[src/rtl/cpu8_pkg.sv]
package cpu8_pkg;

  // Operation codes (bits 7:4 of an instruction byte)
  localparam logic [3:0] OP_LDI = 4'h3;
  localparam logic [3:0] OP_TST = 4'h4;
  localparam logic [3:0] OP_JNN = 4'h5;
  localparam logic [3:0] OP_INC = 4'h6;
  localparam logic [3:0] OP_INP = 4'h7;
  localparam logic [3:0] OP_CMP = 4'h9;
  localparam logic [3:0] OP_MOV = 4'hA;
  localparam logic [3:0] OP_JMP = 4'hB;
  localparam logic [3:0] OP_NEG = 4'hC;
  localparam logic [3:0] OP_OUT = 4'hD;

  typedef enum logic [2:0] {
    ALU_THRU_B,
    ALU_THRU_A,
    ALU_SUB,
    ALU_INC,
    ALU_NEG
  } alu_op_e;

  typedef enum logic {
    ST_FETCH,
    ST_EXEC
  } state_e;

  typedef struct packed {
    logic [3:0] op;
    logic [1:0] rs;
    logic [1:0] rd;
  } instr_t;

endpackage

[src/rtl/cpu8_regfile.sv]
module cpu8_regfile #(
  parameter int DW   = 8,
  parameter int NREG = 3,
  parameter int SW   = 2
) (
  input  logic          clk,
  input  logic          rst,
  input  logic          we,
  input  logic [SW-1:0] waddr,
  input  logic [DW-1:0] wdata,
  input  logic [SW-1:0] raddr_a,
  input  logic [SW-1:0] raddr_b,
  output logic [DW-1:0] rdata_a,
  output logic [DW-1:0] rdata_b
);

  logic [NREG-1:0][DW-1:0] regs;

  // Codes at or above NREG decode to nothing: writes drop, reads give 0
  always_ff @(posedge clk) begin
    if (rst) begin
      regs <= '0;
    end else if (we) begin
      for (int i = 0; i < NREG; i++) begin
        if (waddr == SW'(i)) regs[i] <= wdata;
      end
    end
  end

  always_comb begin
    rdata_a = '0;
    rdata_b = '0;
    for (int i = 0; i < NREG; i++) begin
      if (raddr_a == SW'(i)) rdata_a = regs[i];
      if (raddr_b == SW'(i)) rdata_b = regs[i];
    end
  end

endmodule

[src/rtl/cpu8_alu.sv]
module cpu8_alu
  import cpu8_pkg::*;
#(
  parameter int DW = 8
) (
  input  alu_op_e       op,
  input  logic [DW-1:0] a,
  input  logic [DW-1:0] b,
  output logic [DW-1:0] y
);

  always_comb begin
    unique case (op)
      ALU_THRU_A: y = a;
      ALU_SUB:    y = a - b;
      ALU_INC:    y = b + DW'(1);
      ALU_NEG:    y = '0 - b;
      default:    y = b;
    endcase
  end

endmodule

[src/rtl/cpu8_ctrl.sv]
module cpu8_ctrl
  import cpu8_pkg::*;
#(
  parameter int AW = 8,
  parameter int DW = 8
) (
  input  logic          clk,
  input  logic          rst,
  input  logic [DW-1:0] prog_data,
  input  logic [DW-1:0] sw_data,
  input  logic          sw_valid,
  input  logic [DW-1:0] rs_val,
  input  logic [DW-1:0] alu_y,
  output logic [AW-1:0] pc,
  output logic [1:0]    sel_rs,
  output logic [1:0]    sel_rd,
  output alu_op_e       alu_op,
  output logic          rf_we,
  output logic [DW-1:0] rf_wdata,
  output logic [DW-1:0] out_data,
  output logic          out_stb,
  output logic          sw_take
);

  state_e        state;
  instr_t        ir;
  logic          sflag;
  logic          in_exec;
  logic [AW-1:0] pc_inc;
  logic [AW-1:0] target;

  assign in_exec = (state == ST_EXEC);
  assign pc_inc  = pc + AW'(1);
  assign target  = AW'(prog_data);
  assign sel_rs  = ir.rs;
  assign sel_rd  = ir.rd;

  // Datapath steering for the execute cycle
  always_comb begin
    alu_op   = ALU_THRU_B;
    rf_we    = 1'b0;
    rf_wdata = alu_y;
    case (ir.op)
      OP_LDI: begin rf_we = in_exec; rf_wdata = prog_data; end
      OP_INP: begin rf_we = in_exec && sw_valid; rf_wdata = sw_data; end
      OP_INC: begin alu_op = ALU_INC;    rf_we = in_exec; end
      OP_NEG: begin alu_op = ALU_NEG;    rf_we = in_exec; end
      OP_MOV: begin alu_op = ALU_THRU_A; rf_we = in_exec; end
      OP_CMP: alu_op = ALU_SUB;
      default: ;
    endcase
  end

  always_ff @(posedge clk) begin
    if (rst) begin
      state    <= ST_FETCH;
      ir       <= '0;
      pc       <= '0;
      sflag    <= 1'b0;
      out_data <= '0;
      out_stb  <= 1'b0;
      sw_take  <= 1'b0;
    end else begin
      out_stb <= 1'b0;
      sw_take <= 1'b0;
      if (state == ST_FETCH) begin
        ir    <= instr_t'(prog_data[7:0]);
        pc    <= pc_inc;
        state <= ST_EXEC;
      end else begin
        state <= ST_FETCH;
        case (ir.op)
          OP_LDI:         pc <= pc_inc;
          OP_JNN:         pc <= sflag ? pc_inc : target;
          OP_JMP:         pc <= target;
          OP_TST, OP_CMP: sflag <= alu_y[DW-1];
          OP_OUT: begin
            out_data <= rs_val;
            out_stb  <= 1'b1;
          end
          OP_INP: begin
            if (sw_valid) sw_take <= 1'b1;
            else          state   <= ST_EXEC;
          end
          default: ;
        endcase
      end
    end
  end

endmodule

[src/rtl/cpu8_core.sv]
module cpu8_core
  import cpu8_pkg::*;
#(
  parameter int AW   = 8,
  parameter int DW   = 8,
  parameter int NREG = 3
) (
  input  logic          clk,
  input  logic          rst,
  output logic [AW-1:0] prog_addr,
  input  logic [DW-1:0] prog_data,
  input  logic [DW-1:0] sw_data,
  input  logic          sw_valid,
  output logic          sw_take,
  output logic [DW-1:0] out_data,
  output logic          out_stb
);

  localparam int SW = 2;

  logic [SW-1:0] sel_rs;
  logic [SW-1:0] sel_rd;
  logic [DW-1:0] rs_val;
  logic [DW-1:0] rd_val;
  logic [DW-1:0] alu_y;
  logic [DW-1:0] rf_wdata;
  logic          rf_we;
  alu_op_e       alu_op;

  cpu8_ctrl #(.AW(AW), .DW(DW)) u_ctrl (
    .clk      (clk),
    .rst      (rst),
    .prog_data(prog_data),
    .sw_data  (sw_data),
    .sw_valid (sw_valid),
    .rs_val   (rs_val),
    .alu_y    (alu_y),
    .pc       (prog_addr),
    .sel_rs   (sel_rs),
    .sel_rd   (sel_rd),
    .alu_op   (alu_op),
    .rf_we    (rf_we),
    .rf_wdata (rf_wdata),
    .out_data (out_data),
    .out_stb  (out_stb),
    .sw_take  (sw_take)
  );

  cpu8_regfile #(.DW(DW), .NREG(NREG), .SW(SW)) u_rf (
    .clk    (clk),
    .rst    (rst),
    .we     (rf_we),
    .waddr  (sel_rd),
    .wdata  (rf_wdata),
    .raddr_a(sel_rs),
    .raddr_b(sel_rd),
    .rdata_a(rs_val),
    .rdata_b(rd_val)
  );

  cpu8_alu #(.DW(DW)) u_alu (
    .op(alu_op),
    .a (rs_val),
    .b (rd_val),
    .y (alu_y)
  );

endmodule

[config.mk]
export PLATFORM = sky130hd
export DESIGN_NAME = cpu8_core
export DESIGN_NICKNAME = d
export VERILOG_FILES = /design/src/rtl/cpu8_pkg.sv /design/src/rtl/cpu8_regfile.sv /design/src/rtl/cpu8_alu.sv /design/src/rtl/cpu8_ctrl.sv /design/src/rtl/cpu8_core.sv
export SDC_FILE = /design/constraint.sdc
export NUM_CORES = 1
export LEC_CHECK = 0
export BUFFER_PORTS_ARGS = -buffer_cell sky130_fd_sc_hd__buf_4
export CORE_MARGIN = 2
export CORE_UTILIZATION = 59
export CTS_CLUSTER_SIZE = 14
export DETAILED_ROUTE_END_ITERATION = 10
export PLACE_DENSITY = 0.89
export REMOVE_ABC_BUFFERS = 1
export SYNTH_ARGS = -nofsm -noshare
export SYNTH_HDL_FRONTEND = slang
export SYNTH_SLANG_ARGS = --single-unit
[constraint.sdc]
create_clock -name clk -period 3.55 [get_ports clk]
set_input_delay 0 -clock clk [delete_from_list [all_inputs] [get_ports clk]]
set_output_delay 0 -clock clk [all_outputs]
set_load 0.02 [all_outputs]
==> reports/qor.yml, run 1 <==
ys_warn_count: 0
gp_congestion: 0.950
yosys.cell_types.count: 66
max-vdd-ir-drop_uv: 289
crit_fanout: 13
start_util: 0.619
gr-total-overflow: 0
slew_headroom: 0.303
antenna_left: 0
p_clk_frac: 0.317
io_buffers: 36
slew_violations: 0
final_cell_mix: "55 x nor2_1, 51 x dfxtp_1, 43 x buf_4"
htreeDepth: 2
clockBufferDepth: 2
comb_power_share: 0.154
p_leak_uw: 0.00150
fin_cells: 527
first_iter_violations: 276
fin_crit_ns: 3.27
dp_slack_ns: 0.308
cts_buffers: 5
synth-main-ff-cell: "dfxtp_1"
coreArea_sq_mm: 0.00561
clk_pin_slew_ns: 0.10
dp_hpwl_um: 6600
switching_share: 0.284
vias: 3422
viasPerCell: 6.49
fin_crit_sh: 0.920
power_uw: 1160
cts_tree: "yes"
dieArea_sq_mm: 0.00652
diodes: 0
die_y_um: 80.7
power_density_mw_per_mm2: 296
wl_per_cell_um: 17.4
rsz0062_at_grt: "no"
antenna_found_initial: 0
final_common_cell: "nor2_1"
postLayoutSetupSlackWorst_ns: 0.284
tns_ns: 0
cts.sinks: 52
fin_skew_ns: 0.0119
synth-async-reset-ratio: 0
finalHoldViolations: 0
route.detailed.drc: 0
num_rows: 27
die_w_um: 80.7
grt_pass1_vias: 3231
end_kind: "register"
cts.root.buffer_cell: "clkbuf_8"
synth-seq-area-share: 0.300
synth_edf_count: 0
clk_latency_ns: 0.32
maxCapViolCount: 0
outcome: "finished clean"
p_int_uw: 834
p_switching_uw: 331
routed_wl_um: 9180
ys_ff_latch: 52
placed_cells: 510
synth_area_sq_mm: 0.00347
crit_path_start_kind: "register"
syn_avg_cell_area_sq_um: 8.23
drive_gt1_frac: 0.154
nets: 484
grt_pass1_wl_um: 14800
grt_usage: 0.293
critPathArrivalTime_ns: 3.50
fmax_mhz: 306
critPathKind: "reg2reg"
grt_start_max_net_pins: 50
hold_path_class: "in2reg"
critPathRequiredTime_ns: 3.78
seqPwrFrac: 0.529
finalHoldWorstSlack_ns: 0.144
synth_cells: 422
drtPass1Iterations: 5
setup_violations: 0
area_growth_pct: 13.4
ioPinCount: 37
tightest_slew_ns: 1.04
## critical path, stage by stage, from the launching register on
cell and delay [ns]:
dfxtp_1 0.41, buf_4 0.26, mux2i_1 0.26, a2bb2oi_2 0.39
ha_1 0.37, a21oi_1 0.17, nor2b_1 0.06, a311o_1 0.36
a31oi_1 0.28, xnor2_1 0.23, nand2_1 0.11, a311oi_1 0.27
## synth_stat cells, types with 4 or more instances
cell type	count	area (sq um)
buf_2	10	50.1
clkbuf_1	8	30.0
and2_1	4	25.0
a211oi_1	11	82.6
nand3b_1	4	30.0
nand2b_1	4	25.0
nor3b_1	6	45.0
nand3_1	14	70.1
dfxtp_1	52	1040
nor3_1	10	50.1
xnor2_1	5	43.8
o21ai_0	17	85.1
a21oi_1	33	165
buf_4	4	30.0
o21a_1	11	82.6
ha_1	10	125
inv_1	7	26.3
nor2b_1	13	81.3
mux2i_1	37	370
nor2_1	55	206
buf_1	4	15.0
a31oi_1	4	25.0
nand2_1	33	124
o31ai_2	4	50.1
## cell type report
type | instances | area (sq um)
clock inverter | 2 | 13.8
sequential | 52 | 1040
multi-input combinational | 335 | 2270
timing repair buffer | 52 | 413
fill | 445 | 1670
clock buffer | 6 | 82.6
inverter | 8 | 30.0
tap | 72 | 90.1
## what timing repair did
item / 4_1_cts / 5_1_grt
hold buffers: 9 / 0
setup endpoints to repair: 0 / 3
setup buffers: 0 / 0
hold endpoints to repair: 10 / 0
gates resized for setup: 0 / 2
## kinds of logic (layout without fill, tap and decap cells)
logic type      Yosys count  in the layout  share of synthesized area
compound gates          117            117                      0.245
xor+xnor                  9              9                     0.0249
fa+ha+maj                11             11                     0.0418
buf+inv                  35             68                     0.0479
flops                    52             52                      0.300
mux                      39             39                      0.113
simple gates            159            159                      0.227
## power groups by stage
| stage | Sequential, uW | Clock, uW | Combinational, uW |
|---|---|---|---|
| 6_report | 616 | 369 | 179 |
| 5_1_grt | 619 | 401 | 193 |
| 2_1_floorplan | 640 | 0 | 87.0 |
| 3_5_place_dp | 629 | 0 | 167 |
| 3_3_place_gp | 628 | 0 | 161 |
| 4_1_cts | 615 | 373 | 175 |
## flip-flops by register name (all words and copies together) (netlist names)
signal,cells
u_ctrl.pc,8
u_rf.regs,24
u_ctrl.sflag,1
u_ctrl.out_data,8
u_ctrl.in_exec,1
u_ctrl.sel_rd,2
u_ctrl.ir,4
u_ctrl.out_stb,1
u_ctrl.sel_rs,2
u_ctrl.sw_take,1
## per-stage QoR
stage / utilization / area (sq um)
floorplan: - / 3340
global placement: 0.669 / 3750
detailed placement: 0.669 / 3750
CTS: 0.702 / 3940
global route: 0.703 / 3940
finish: 0.703 / 3940
## routing by layer
metal / up-vias / GRT usage / routed length, um
li1: 1592 / - / -
met1: 1608 / 0.344 / 3660
met2: 184 / 0.510 / 4420
met3: 38 / 0.0551 / 755
met4: 0 / 0.147 / 345
met5: - / 0 / 0
## path summary, 6_finish.rpt
kind,startpoint,to,slack [ns],cells after the start
worst max-delay path,u_ctrl.sel_rd[0],u_ctrl.sflag,0.28,11
worst min-delay path,rst,u_ctrl.pc[2],0.14,2
worst max register to register,u_ctrl.sel_rd[0],u_ctrl.sflag,0.28,11
worst min register to register,u_rf.regs[1],u_rf.regs[1],0.49,2
(Power assumes the default switching activity.)
==> inputs of run 2 (changes only) <==
Settings changed: CORE_UTILIZATION 59 to 54, PLACE_DENSITY 0.89 to 0.86.
Clock period 3.55 ns to 2.8 ns, I/O delays scaled along.
==> run 2 against run 1 <==
Net effect:
- the flow now finishes with violations (setup timing)
- critical path depth is 2 higher
- hold slack worse by 0.086 ns
- cell area is 8.6% higher
- highest routed layer unchanged
==> reports/qor.yml, run 2 (same netlist as run 1, synthesis figures left out) <==
vias: 3514
cts.sinks: 52
power_density_mw_per_mm2: 349
fmax_mhz: 348
hold-path-cell-count: 2
slew_headroom: 0.542
setup_violations: 3
comb_power_share: 0.181
r2r_slack_ns: -0.07
num_rows: 29
drtPass1Iterations: 5
coreArea_sq_mm: 0.00628
viasPerCell: 6.20
worstReg2RegStart: "u_ctrl.sel_rs[0]"
grt_pass1_wl_um: 16000
nets: 519
end_kind: "register"
outcome: "finished, violations left"
hold_path_class: "in2reg"
drive_gt1_frac: 0.243
io_buffers: 36
switching_share: 0.279
stdcell_area_sq_mm: 0.00428
p_switching_uw: 417
die_w_um: 84.2
fin_crit_sh: 1.03
ioPinCount: 37
largest-register: "u_rf.regs"
ff2ff_path_depth: 13
postLayoutSetupSlackWorst_ns: -0.0730
max-vdd-ir-drop_uv: 279
clk_latency_ns: 0.31
clk_pin_slew_ns: 0.09
cts.root.buffer_cell: "clkbuf_8"
cts_tree: "yes"
first_iter_violations: 300
grt_usage: 0.278
slew_violations: 0
timing.rr.end: "u_rf.regs[5]"
route.detailed.drc: 0
finalHoldViolations: 0
p_leak_uw: 0.00171
diodes: 0
htreeDepth: 2
clockBufferDepth: 2
routed_wl_um: 10200
violations: "setup timing"
gr-total-overflow: 0
wl_per_cell_um: 17.9
fin_skew_ns: 0.00984
p_clk_frac: 0.305
dp_hpwl_um: 7280
start_util: 0.553
grt_pass1_vias: 3380
min-delay-start: "rst"
final_cell_mix: "76 x buf_4, 55 x nor2_1, 50 x dfxtp_1"
rsz0062_at_grt: "yes"
critPathRequiredTime_ns: 3.00
grt_start_max_net_pins: 27
p_int_uw: 1080
maxCapViolCount: 0
tightest_slew_ns: 0.686
top_regs: "u_rf.regs (24), u_ctrl.out_data (8), u_ctrl.pc (8)"
critPathKind: "reg2reg"
antenna_found_initial: 0
critPathArrivalTime_ns: 3.07
seqPwrFrac: 0.514
crit_path_start_kind: "register"
nFillCells: 471
crit_fanout: 5
gp_congestion: 1.10
fin_crit_ns: 2.87
dpl_cell_area_sq_mm: 0.00399
area_growth_pct: 23.2
largest_register_ffs: 24
die_y_um: 84.2
antenna_left: 0
cts_buffers: 5
tns_ns: -0.188
final_common_cell: "buf_4"
dieArea_sq_mm: 0.00709
worstHoldEndpoint: "u_ctrl.sel_rd[1]"
## run 2: cell types whose count changed in the layout (fill, tap and decap cells not counted), moves of 2 or more
cell     previous run  this run
a21oi_1            33        31
a21oi_2             0         2
a32o_1              3         1
a32o_2              0         2
buf_4              43        76
buf_6               0         2
dfxtp_4             0         2
nor2b_1            12        10
## run 2: routing by layer
metal | part of all wire | global-route usage | up-vias
met1 | 0.42 | 0.333 | 1648
met5 | 0 | 0 | -
met4 | 0.042 | 0.142 | 0
met2 | 0.47 | 0.473 | 164
met3 | 0.065 | 0.0551 | 39
li1 | - | - | 1663
## run 2: cell type report
type                            instances  area, sq um  area share
Inverter                                8         30.0     0.00702
Sequential cell                        52         1050       0.245
Tap cell                               77         96.3      0.0225
Clock buffer                            7         86.3      0.0202
Clock inverter                          1         7.51     0.00175
Multi-Input combinational cell        335         2330       0.544
Timing Repair Buffer                   87          683       0.160
## run 2: critical path, cell delays in order (launching register included)
cell and delay [ns]:
dfxtp_4 0.39, mux2i_1 0.18, nor2_1 0.07, a21o_1 0.19, nand2_1 0.11, inv_1 0.06
ha_1 0.27, nor2b_4 0.12, o21a_1 0.18, a311o_1 0.40, xor2_1 0.16, a211oi_1 0.21
o21ai_1 0.16, a32o_2 0.25
## run 2: stage by stage
step / worst slack (ns) / hold WS (ns) / power [uW] / instances / util
floorplan: -0.132 / 0.0691 / 921 / 395 / -
global placement: -0.152 / 0.255 / 1020 / 546 / 0.635
detailed placement: -0.201 / 0.261 / 1030 / 546 / 0.635
CTS: 0.0173 / 0.0471 / 1490 / 563 / 0.670
global route: -0.146 / 0.0586 / 1550 / 567 / 0.682
finish: -0.0730 / 0.0583 / 1490 / 567 / 0.682
## run 2: power groups by stage
stage                     Sequential, uW  Clock, uW  Combinational, uW
after floorplan                      811          0                110
after global placement               783          0                235
after detailed placement             784          0                241
after CTS                            767        464                256
after global routing                 770        493                289
final                                768        456                270
## run 2: worst max-delay path by stage
stage                     start       endpoint
3_3_place_gp   u_ctrl.sel_rs[0]  u_rf.regs[22]
3_5_place_dp   u_ctrl.sel_rs[0]   u_rf.regs[6]
6_report       u_ctrl.sel_rs[0]   u_rf.regs[5]
2_1_floorplan      u_ctrl.ir[6]  u_rf.regs[13]
5_1_grt        u_ctrl.sel_rs[0]   u_rf.regs[5]
4_1_cts        u_ctrl.sel_rs[0]   u_rf.regs[5]
## run 2: repair_timing
item,4_1_cts,5_1_grt
hold buffers,9,0
pin swaps,1,5
buffers inserted,0,4
endpoints found under the setup margin,11,11
resized for setup,11,11
hold endpoints to repair,10,0
==> inputs of run 3 (changes only) <==
Settings changed: CORE_UTILIZATION 54 to 59, GPL_ROUTABILITY_DRIVEN set to 0, PLACE_DENSITY 0.86 to 0.89.
Clock period 2.8 ns to 3.3 ns, I/O delays scaled along.
==> run 3 against run 2 <==
Net effect:
- combinational power shrank 24%
- critical path type unchanged
- clock power shrank 13%
- first-iteration DRC count grew 34%
- fmax shrank 7.5%
- the run now ends clean
- clock skew shrank 0.0038 ns
- largest cell class unchanged
- wire length shrank 6.6%
- hold slack gained 0.068 ns
- highest routed layer unchanged
- critical path depth shrank 1
==> reports/qor.yml, run 3 (same netlist as run 1, synthesis figures left out) <==
fmax_mhz: 322
power_density_mw_per_mm2: 314
crit_top_cell: "nor3_1"
ff2ff_path_depth: 12
final_core_util: 0.715
worstHoldEndpoint: "u_ctrl.pc[1]"
p_clk_frac: 0.314
crit_chain: "mux2i_1 -> a2bb2oi_1 -> inv_1 -> ha_1 -> fa_1 -> nor2b_1 -> o31a_1 -> o21a_1 -> nor3_1 -> nor3_1 -> o21ai_0 -> a21oi_1"
top_layer: "met4"
ioPinCount: 37
hold_path_class: "in2reg"
vias: 3464
met1_length_um: 3840
die_y_um: 80.7
viasPerCell: 6.46
drive_gt1_frac: 0.168
cts_tree: "yes"
gr-total-overflow: 0
outcome: "finished clean"
min-delay-start: "rst"
grt_start_max_net_pins: 50
p_switching_uw: 357
comb_power_share: 0.164
seqPwrFrac: 0.522
path_buf_inv: 1
setup_violations: 0
routed_wl_um: 9500
start_util: 0.619
placed_cells: 519
grt_pass1_vias: 3246
worstReg2RegStart: "u_ctrl.sel_rd[0]"
fin_crit_ns: 3.11
fin_skew_ns: 0.00602
max-vdd-ir-drop_uv: 238
first_iter_violations: 403
clk_latency_ns: 0.32
cts.sinks: 52
final_cell_mix: "55 x nor2_1, 52 x buf_4, 51 x dfxtp_1"
cp_slowest_cell: "dfxtp_1"
grt_usage: 0.299
final_common_cell: "nor2_1"
switching_share: 0.284
dr_wl_met3_um: 681
p_leak_uw: 0.00154
crit_fanout: 4
antenna_left: 0
r2r_slack_ns: 0.19
clk_pin_slew_ns: 0.09
dr_wl_met2_um: 4720
finalHoldViolations: 0
critPathKind: "reg2reg"
num_rows: 27
critPathRequiredTime_ns: 3.55
dp_hpwl_um: 6860
drtPass1Iterations: 5
htreeDepth: 2
top_regs: "u_rf.regs (24), u_ctrl.out_data (8), u_ctrl.pc (8)"
dieArea_sq_mm: 0.00652
critPathArrivalTime_ns: 3.36
end_kind: "register"
dpl_cell_area_sq_mm: 0.00382
maxCapViolCount: 0
slew_violations: 0
tns_ns: 0
diodes: 0
clockBufferDepth: 2
largest_register_ffs: 24
rsz0062_at_grt: "no"
route.detailed.drc: 0
io_buffers: 36
slew_headroom: 0.297
wl_per_cell_um: 17.7
grt_pass1_wl_um: 15100
p_int_uw: 900
hold-path-cell-count: 2
timing.rr.end: "u_rf.regs[14]"
finalHoldWorstSlack_ns: 0.126
antenna_found_initial: 0
tightest_slew_ns: 1.05
cp_top_family: "compound AO/OA/AOI/OAI gates"
stdcell_area_sq_mm: 0.00401
area_growth_pct: 15.4
fin_cells: 536
coreArea_sq_mm: 0.00561
cts_buffers: 5
largest-register: "u_rf.regs"
fin_crit_sh: 0.942
postCtsSetupRepairBufs: 0
crit_path_start_kind: "register"
nets: 493
critical_path.max_stage_delay_ns: 0.41
cts.root.buffer_cell: "clkbuf_8"
die_w_um: 80.7
==> run 3: layout make-up <==
type,count,area (sq um)
clock buffers,7,86.3
clock inverters,1,7.51
fillers,450,1600
inverters,8,30.0
multi-input cells,335,2270
flip-flops and latches,52,1040
well taps,72,90.1
repair buffers,61,480
==> run 3: through the flow <==
step,setup WS (ns),power (uW)
final,0.193,1260
after CTS,0.103,1250
after global routing,0.0246,1300
after global placement,0.311,854
after floorplan,0.368,782
after detailed placement,0.127,860
==> run 3: timing repair <==
item                                   4_1_cts  5_1_grt
gates resized for setup                      0        3
hold buffers                                 9        0
setup endpoints to repair                    0        9
endpoints found under the hold margin       10        0
==> run 3: power by group through the flow <==
stage	Clock [uW]	Combinational [uW]	Sequential, uW
after global routing	420	223	657
after global placement	0	187	667
after floorplan	0	93.6	688
after CTS	396	201	654
final	395	206	655
after detailed placement	0	192	668
==> run 3: how the worst max path moves through the flow <==
stage,slack [ns],cells after the start,startpoint,to
after CTS,0.10,13,u_ctrl.sel_rs[0],u_rf.regs[5]
after floorplan,0.37,12,u_ctrl.ir[6],u_rf.regs[13]
final,0.19,12,u_ctrl.sel_rd[0],u_rf.regs[14]
after global placement,0.31,12,u_ctrl.sel_rs[0],u_rf.regs[13]
after detailed placement,0.13,13,u_ctrl.sel_rs[0],u_rf.regs[5]
after global routing,0.02,12,u_ctrl.sel_rd[0],u_rf.regs[22]
==> run 3: routing by layer <==
metal	global-route usage	up-vias
met3	0.0472	26
met5	0	-
met2	0.543	168
li1	-	1611
met1	0.352	1659
met4	0.117	0
